### src/rtl/evm_pkg.sv
package evm_pkg;
    localparam int NUM_CNT = 2;

    typedef enum logic {
        ST_HALT = 1'b0,
        ST_RUN  = 1'b1
    } run_state_e;

    localparam logic [1:0] ADDR_SEL0 = 2'd0;
    localparam logic [1:0] ADDR_SEL1 = 2'd1;
    localparam logic [1:0] ADDR_CTR0 = 2'd2;
endpackage

### src/rtl/evm_counter_lane.sv
module evm_counter_lane #(
    parameter int CNT_W = 40,
    parameter int WR_W  = 32,
    parameter int EVT_W = 3,
    parameter int THR_W = 8
) (
    input  logic             clk,
    input  logic             rst_n,
    input  logic             run_i,
    input  logic [THR_W-1:0] thr_i,
    input  logic [EVT_W-1:0] evt_i,
    input  logic             load_i,
    input  logic [WR_W-1:0]  load_val_i,
    output logic [CNT_W-1:0] cnt_o
);
    localparam int EXT_W = CNT_W - WR_W;

    logic [CNT_W-1:0] cnt_q;
    logic [CNT_W-1:0] step;
    logic [CNT_W-1:0] preset;
    logic [THR_W-1:0] evt_wide;

    always_comb begin
        evt_wide = {{(THR_W-EVT_W){1'b0}}, evt_i};
        if (thr_i == '0) begin
            step = {{(CNT_W-EVT_W){1'b0}}, evt_i};
        end else if (evt_wide >= thr_i) begin
            step = {{(CNT_W-1){1'b0}}, 1'b1};
        end else begin
            step = '0;
        end
        preset = {{EXT_W{load_val_i[WR_W-1]}}, load_val_i};
    end

    always_ff @(posedge clk or negedge rst_n) begin
        if (!rst_n) begin
            cnt_q <= '0;
        end else if (load_i) begin
            cnt_q <= preset;
        end else if (run_i) begin
            cnt_q <= cnt_q + step;
        end
    end

    assign cnt_o = cnt_q;

    // a nonzero threshold never moves the count by more than one
    assert_thr_step_R3: assert property (@(posedge clk) disable iff (!rst_n)
        (run_i && !load_i && thr_i != '0) |=> ((cnt_q - $past(cnt_q)) <= 1));

    // a zero threshold adds the raw event count
    assert_raw_add_R2: assert property (@(posedge clk) disable iff (!rst_n)
        (run_i && !load_i && thr_i == '0) |=>
            (cnt_q == $past(cnt_q) + {{(CNT_W-EVT_W){1'b0}}, $past(evt_i)}));

    // without run and without a load, the count holds
    assert_halt_hold_R4: assert property (@(posedge clk) disable iff (!rst_n)
        (!run_i && !load_i) |=> $stable(cnt_q));

    // a load copies bit 31 into the upper bits
    assert_load_sext_R6: assert property (@(posedge clk) disable iff (!rst_n)
        load_i |=> ((cnt_q[WR_W-1:0] == $past(load_val_i)) &&
                    ($past(load_val_i[WR_W-1]) ? (&cnt_q[CNT_W-1:WR_W-1])
                                               : !(|cnt_q[CNT_W-1:WR_W-1]))));
endmodule

### src/rtl/evm_ctrl_fsm.sv
module evm_ctrl_fsm
    import evm_pkg::*;
#(
    parameter int WR_W    = 32,
    parameter int THR_W   = 8,
    parameter int THR_LSB = 24,
    parameter int EN_BIT  = 22
) (
    input  logic                           clk,
    input  logic                           rst_n,
    input  logic                           wr_en_i,
    input  logic                           wr_priv0_i,
    input  logic [1:0]                     wr_addr_i,
    input  logic [WR_W-1:0]                wr_data_i,
    output logic [NUM_CNT-1:0]             run_o,
    output logic [NUM_CNT-1:0][THR_W-1:0]  thr_o,
    output logic [NUM_CNT-1:0]             load_o
);
    run_state_e                    state_q, state_d;
    logic [NUM_CNT-1:0][THR_W-1:0] thr_q;
    logic                          sel1_nz_q;
    logic                          wr_ok;
    logic                          sel0_wr;

    assign wr_ok   = wr_en_i && wr_priv0_i;
    assign sel0_wr = wr_ok && (wr_addr_i == ADDR_SEL0);

    always_ff @(posedge clk or negedge rst_n) begin
        if (!rst_n) begin
            state_q <= ST_HALT;
        end else begin
            state_q <= state_d;
        end
    end

    always_comb begin
        state_d = state_q;
        unique case (state_q)
            ST_HALT: if (sel0_wr && wr_data_i[EN_BIT])  state_d = ST_RUN;
            ST_RUN:  if (sel0_wr && !wr_data_i[EN_BIT]) state_d = ST_HALT;
        endcase
    end

    always_comb begin
        unique case (state_q)
            ST_HALT: run_o = '0;
            ST_RUN:  run_o = {sel1_nz_q, 1'b1};
        endcase
    end

    for (genvar i = 0; i < NUM_CNT; i++) begin : g_sel
        always_ff @(posedge clk or negedge rst_n) begin
            if (!rst_n) begin
                thr_q[i] <= '0;
            end else if (wr_ok && wr_addr_i == 2'(i)) begin
                thr_q[i] <= wr_data_i[THR_LSB +: THR_W];
            end
        end
        assign load_o[i] = wr_ok && (wr_addr_i == ADDR_CTR0 + 2'(i));
    end

    always_ff @(posedge clk or negedge rst_n) begin
        if (!rst_n) begin
            sel1_nz_q <= 1'b0;
        end else if (wr_ok && wr_addr_i == ADDR_SEL1) begin
            sel1_nz_q <= |wr_data_i;
        end
    end

    assign thr_o = thr_q;

    // an unprivileged write leaves control state untouched
    assert_nonpriv_wr_R7: assert property (@(posedge clk) disable iff (!rst_n)
        (wr_en_i && !wr_priv0_i) |=> ($stable(state_q) && $stable(thr_q) && $stable(sel1_nz_q)));

    // a privileged enable write puts counter 0 into run on the next cycle
    assert_en_start_R4: assert property (@(posedge clk) disable iff (!rst_n)
        (sel0_wr && wr_data_i[EN_BIT]) |=> run_o[0]);

    // clearing enable halts both counters
    assert_en_stop_R4: assert property (@(posedge clk) disable iff (!rst_n)
        (sel0_wr && !wr_data_i[EN_BIT]) |=> (run_o == '0));
endmodule

### src/rtl/evm_read_port.sv
module evm_read_port
    import evm_pkg::*;
#(
    parameter int CNT_W = 40
) (
    input  logic                          clk,
    input  logic                          rst_n,
    input  logic                          rd_en_i,
    input  logic                          rd_priv0_i,
    input  logic                          user_rd_allow_i,
    input  logic                          rd_sel_i,
    input  logic [NUM_CNT-1:0][CNT_W-1:0] cnt_i,
    output logic [CNT_W-1:0]              rd_data_o,
    output logic                          rd_valid_o,
    output logic                          rd_fault_o
);
    logic allowed;

    assign allowed = rd_priv0_i || user_rd_allow_i;

    always_ff @(posedge clk or negedge rst_n) begin
        if (!rst_n) begin
            rd_data_o  <= '0;
            rd_valid_o <= 1'b0;
            rd_fault_o <= 1'b0;
        end else begin
            rd_valid_o <= rd_en_i && allowed;
            rd_fault_o <= rd_en_i && !allowed;
            rd_data_o  <= (rd_en_i && allowed) ? cnt_i[rd_sel_i] : '0;
        end
    end

    // a fault carries no data and no valid
    assert_fault_blank_R9: assert property (@(posedge clk) disable iff (!rst_n)
        rd_fault_o |-> (rd_data_o == '0 && !rd_valid_o));

    // a blocked user read faults on the next cycle
    assert_user_block_R9: assert property (@(posedge clk) disable iff (!rst_n)
        (rd_en_i && !rd_priv0_i && !user_rd_allow_i) |=> rd_fault_o);

    // a privileged read always completes with the pre-edge value
    assert_priv_rd_R8: assert property (@(posedge clk) disable iff (!rst_n)
        (rd_en_i && rd_priv0_i) |=> (rd_valid_o && !rd_fault_o &&
                                     rd_data_o == $past(cnt_i[rd_sel_i])));
endmodule

### src/rtl/evm_top.sv
module evm_top
    import evm_pkg::*;
#(
    parameter int CNT_W   = 40,
    parameter int WR_W    = 32,
    parameter int EVT_W   = 3,
    parameter int THR_W   = 8,
    parameter int THR_LSB = 24,
    parameter int EN_BIT  = 22
) (
    input  logic                     clk,
    input  logic                     rst_n,
    input  logic [NUM_CNT*EVT_W-1:0] evt_cnt_i,
    input  logic                     wr_en_i,
    input  logic                     wr_priv0_i,
    input  logic [1:0]               wr_addr_i,
    input  logic [WR_W-1:0]          wr_data_i,
    input  logic                     user_rd_allow_i,
    input  logic                     rd_en_i,
    input  logic                     rd_priv0_i,
    input  logic                     rd_sel_i,
    output logic [CNT_W-1:0]         rd_data_o,
    output logic                     rd_valid_o,
    output logic                     rd_fault_o
);
    logic [NUM_CNT-1:0]             run;
    logic [NUM_CNT-1:0]             load;
    logic [NUM_CNT-1:0][THR_W-1:0]  thr;
    logic [NUM_CNT-1:0][CNT_W-1:0]  cnt;

    evm_ctrl_fsm #(
        .WR_W   (WR_W),
        .THR_W  (THR_W),
        .THR_LSB(THR_LSB),
        .EN_BIT (EN_BIT)
    ) u_ctrl (
        .clk       (clk),
        .rst_n     (rst_n),
        .wr_en_i   (wr_en_i),
        .wr_priv0_i(wr_priv0_i),
        .wr_addr_i (wr_addr_i),
        .wr_data_i (wr_data_i),
        .run_o     (run),
        .thr_o     (thr),
        .load_o    (load)
    );

    for (genvar i = 0; i < NUM_CNT; i++) begin : g_lane
        evm_counter_lane #(
            .CNT_W(CNT_W),
            .WR_W (WR_W),
            .EVT_W(EVT_W),
            .THR_W(THR_W)
        ) u_lane (
            .clk       (clk),
            .rst_n     (rst_n),
            .run_i     (run[i]),
            .thr_i     (thr[i]),
            .evt_i     (evt_cnt_i[i*EVT_W +: EVT_W]),
            .load_i    (load[i]),
            .load_val_i(wr_data_i),
            .cnt_o     (cnt[i])
        );
    end

    evm_read_port #(
        .CNT_W(CNT_W)
    ) u_rd (
        .clk            (clk),
        .rst_n          (rst_n),
        .rd_en_i        (rd_en_i),
        .rd_priv0_i     (rd_priv0_i),
        .user_rd_allow_i(user_rd_allow_i),
        .rd_sel_i       (rd_sel_i),
        .cnt_i          (cnt),
        .rd_data_o      (rd_data_o),
        .rd_valid_o     (rd_valid_o),
        .rd_fault_o     (rd_fault_o)
    );

    // counter 1 stays put whenever its lane is gated off, while counter 0 may run
    assert_sel1_gate_R5: assert property (@(posedge clk) disable iff (!rst_n)
        (!run[1] && !load[1]) |=> $stable(cnt[1]));
endmodule

### config.mk
export PLATFORM = sky130hd
export DESIGN_NAME = evm_top
export DESIGN_NICKNAME = d
export VERILOG_FILES = /design/src/rtl/evm_pkg.sv /design/src/rtl/evm_counter_lane.sv /design/src/rtl/evm_ctrl_fsm.sv /design/src/rtl/evm_read_port.sv /design/src/rtl/evm_top.sv
export SDC_FILE = /design/constraint.sdc
export NUM_CORES = 1
export LEC_CHECK = 0
export ABC_CLOCK_PERIOD_IN_PS = 3800
export BUFFER_PORTS_ARGS = -buffer_cell sky130_fd_sc_hd__buf_2
export CORE_MARGIN = 3
export CORE_UTILIZATION = 59
export CTS_CLUSTER_SIZE = 40
export DETAILED_ROUTE_END_ITERATION = 7
export GPL_ROUTABILITY_DRIVEN = 1
export PLACE_DENSITY = 0.81
export RECOVER_POWER = 50
export SLEW_MARGIN = 5
export SYNTH_ARGS = -nofsm -noshare
export SYNTH_HDL_FRONTEND = slang
export SYNTH_HIERARCHICAL = 1
export SYNTH_SLANG_ARGS = --single-unit
### constraint.sdc
create_clock -name clk -period 3.8 [get_ports clk]
set_clock_uncertainty 0.1 [all_clocks]
set_input_delay 0.76 -clock clk [delete_from_list [all_inputs] [get_ports clk]]
set_output_delay 0.76 -clock clk [all_outputs]
set_load 0.01 [all_outputs]
==> reports/qor.txt <==
Hold EP = u_ctrl/thr_o[14]
Async set-reset flop share out of synthesis = 1.00
Largest net degree at the start of global routing = 76
Largest family of logic cells by synthesized area = simple AND/OR/NAND/NOR gates
Crit path kind = reg2reg
Post-synth EDFFs = 0
First-pass GRT wire length = 32,000 um
Residual DRC = 0
Synth Area in XOR/XNOR = 0.0674
Fraction of the mapped netlist area in adder cells = 0.0248
Pins Over Slew Limit = 167
Overall routing resource usage = 0.283
I/O Buffers = 89
Ys flop type = dfrtp_1
Site Rows = 41
Failing checks = capacitance limit, slew limit
Part of the power in registers = 0.452
Startpoint types = register
Iter 0 DRT Violations = 712
Power Internal = 0.00328 W
RSZ-0062 raised after global routing = false
Diodes inserted = 0
Design Area, Final = 8780 um2
CTS tree = done
Die area = 14,400 um2
Hold buffer count at cts = 0
Crit-path max FO = 8
Post-CTS setup buffer count = 0
Synth area leader = dfrtp_1
Ratio of cells with drive above 1 in the final layout = 0.207
Nets = 894
Die Wd = 120 um
Final period util = 0.957
Min-Delay Startpoint = u_ctrl/thr_o[14]
First-pass detailed-route iteration total = 5
Final WS setup = 163 ps
Synth area leaders = dfrtp_1, mux2i_1, xnor2_1
Final core utilization = 0.693
Psw = 0.00133 W
Clock-pin slew on the worst setup and hold paths = 60 ps
CP arrival = 3840 ps
Starting density of the core = 0.605
Status = complete, but fails checks
Worst-Margin Slew = 1790 ps
Simple-Gate Fraction of Synth Area = 0.232
Clock Latency Late Sink = 420 ps
Pwr Density = 525 nW/um2
Routed WL = 19,400 um
CP delay by family, top = simple AND/OR/NAND/NOR gates
Fin crit period = 3640 ps
Stages on worst setup path = 10
Required @ worst endpoint = 4000 ps
# Max-Cap Violations = 3
Yosys warning count = 6
R2r setup slk = 160 ps
Final hold viol count = 0
Total negative slack = 0 ps
Hold path cells = 1
Clock share of power = 0.376
Synth cell types = 67
Gr ovfl total = 0
VDD IR max = 0.282 mV
Compound-Gate Fraction of Synth Area = 0.0870
IO Count = 90
Worst path bufs/invs = 0
Worst r2r src = u_ctrl/thr_o[12]
Core Box Area = 12,700 um2
Syn_area_per_cell = 10.2 um2
Syn Nets = 813
Reg2reg path depth = 10
Via count = 6,306
Multiplexer share of the synthesized area = 0.0896
Fmax achieved = 0.275 GHz
Post-synthesis sequential area ratio = 0.457
Leakage = 3.87 nW
H-tree lvl count = 4
DR WL/cell = 19.1 um
Post-synthesis register bit count = 140
HPWL Detailed = 13,900 um
Critical path endpoint category = register
DP Worst Slack = -61.5 ps
Slew HR = -0.191
Combinational fraction of design power = 0.172
Setup violators final = 0
Syn-to-layout area delta = 14.5%
Slowest stage delay, CP = 700 ps
Reg2reg end = g_lane[1].u_lane/cnt_o[38]
Resized cells post-CTS = 0
Longest Clk Path Bufs = 2
Worst path cell trace = or4_1 > a211o_1 > a21oi_1 > ha_1 > fa_1 > a21o_1 > nand2_1 > or4_1 > o31a_1 > o31a_1
Antenna-violating nets left = 0
Cells after Synth = 751
Share of the synthesized area in the top cell type = 0.457
Chip height = 120 um
HP Class = reg2reg
CTS sink cnt = 140
Final Wtd Congestion = 0.962
Root Driver = clkbuf_16
Sw Ratio = 0.289
Vias in the first global route = 6,360
Num CTS Buffers = 17
Slowest CP cell = or4_1
Vias per std cell = 6.20
Netlist Area Pre-Place = 7670 um2
Placed cell area = 8200 um2
Initial antenna violation count = 1
==> stage by stage <==
stage / instances / hold WS, ps / power [W]
2_1_floorplan: 751 / 364 / 0.00258
3_3_place_gp: 985 / 378 / 0.00283
3_5_place_dp: 985 / 386 / 0.00288
4_1_cts: 1017 / 236 / 0.00463
5_1_grt: 1017 / 428 / 0.00484
6_report: 1017 / 395 / 0.00461
==> per-layer routing <==
metal	up-vias	part of all wire	wire length, um	global-route usage
met3	68	0.079	1540	0.0547
met5	-	0.00067	13	0
li1	2857	-	-	-
met2	330	0.48	9230	0.464
met1	3049	0.41	8030	0.372
met4	2	0.030	587	0.110
==> placed cells by master (no fill, tap or decap), types with 19 or more instances in the layout <==
cell / instances
xor2_1: 20
nand4_1: 30
nor4_1: 19
nand2_1: 80
xnor2_1: 39
mux2_2: 21
nand3_1: 20
mux2i_1: 45
and3_1: 20
dfrtp_1: 140
buf_2: 85
nor2_1: 52
o21ai_0: 53
==> cell type report <==
| type | instances | area [um2] |
|---|---|---|
| Clock buffer | 26 | 519 |
| Clock inverter | 6 | 105 |
| Fill cell | 987 | 3890 |
| Inverter | 15 | 56.3 |
| Multi-Input combinational cell | 556 | 3850 |
| Sequential cell | 140 | 3500 |
| Tap cell | 172 | 215 |
| Timing Repair Buffer | 102 | 536 |
==> Yosys cell counts (3+ instances only) <==
cell	instances
buf_4	6
a21boi_0	4
nand2_1	80
a211o_1	3
nand4_1	30
dfrtp_1	140
buf_12	4
mux2_2	21
clkbuf_1	16
nor4_4	5
or3_1	3
xnor2_1	39
nor3_1	15
and2_1	12
o21ai_1	8
a211oi_1	4
o21ai_0	53
nor2b_1	5
and4_1	17
nor2_1	54
a21oi_1	6
nor4b_1	4
ha_1	12
buf_2	8
nor4_2	5
mux2i_1	45
or4_1	5
xor2_1	20
nand3_1	20
inv_1	14
and3_1	20
o31a_1	10
nor4_1	19
==> worst max path at each step <==
stage | start | endpoint | slack [ps]
floorplan | evt_cnt_i[3] | g_lane[1].u_lane/cnt_o[38] | 410
global placement | evt_cnt_i[3] | g_lane[1].u_lane/cnt_o[38] | 60
detailed placement | evt_cnt_i[3] | g_lane[1].u_lane/cnt_o[38] | -60
CTS | u_ctrl/thr_o[12] | g_lane[1].u_lane/cnt_o[38] | 170
global route | u_ctrl/thr_o[12] | g_lane[1].u_lane/cnt_o[38] | 20
finish | u_ctrl/thr_o[12] | g_lane[1].u_lane/cnt_o[38] | 160
==> power by group through the flow <==
stage	sequential (W)	clock, W	combinational [W]
after floorplan	0.00203	0	0.000549
after detailed placement	0.00210	0	0.000785
final	0.00208	0.00173	0.000794
after CTS	0.00208	0.00176	0.000798
after global placement	0.00208	0	0.000751
after global routing	0.00213	0.00182	0.000896
==> kinds of logic after synthesis <==
family          count (synthesis)
mux                            66
flops                         140
simple gates                  311
fa+ha+maj                      14
compound gates                106
buf+inv                        55
xor+xnor                       59
==> registers in the layout, indices dropped and copies added (netlist names), named ones only <==
name and count:
g_lane.u_lane/cnt_o 80, u_ctrl/sel1_nz_q 1, u_ctrl/thr_o 16, u_rd/rd_data_o 40, u_rd/rd_fault_o 1, u_rd/rd_valid_o 1
(Power assumes the default switching activity.)
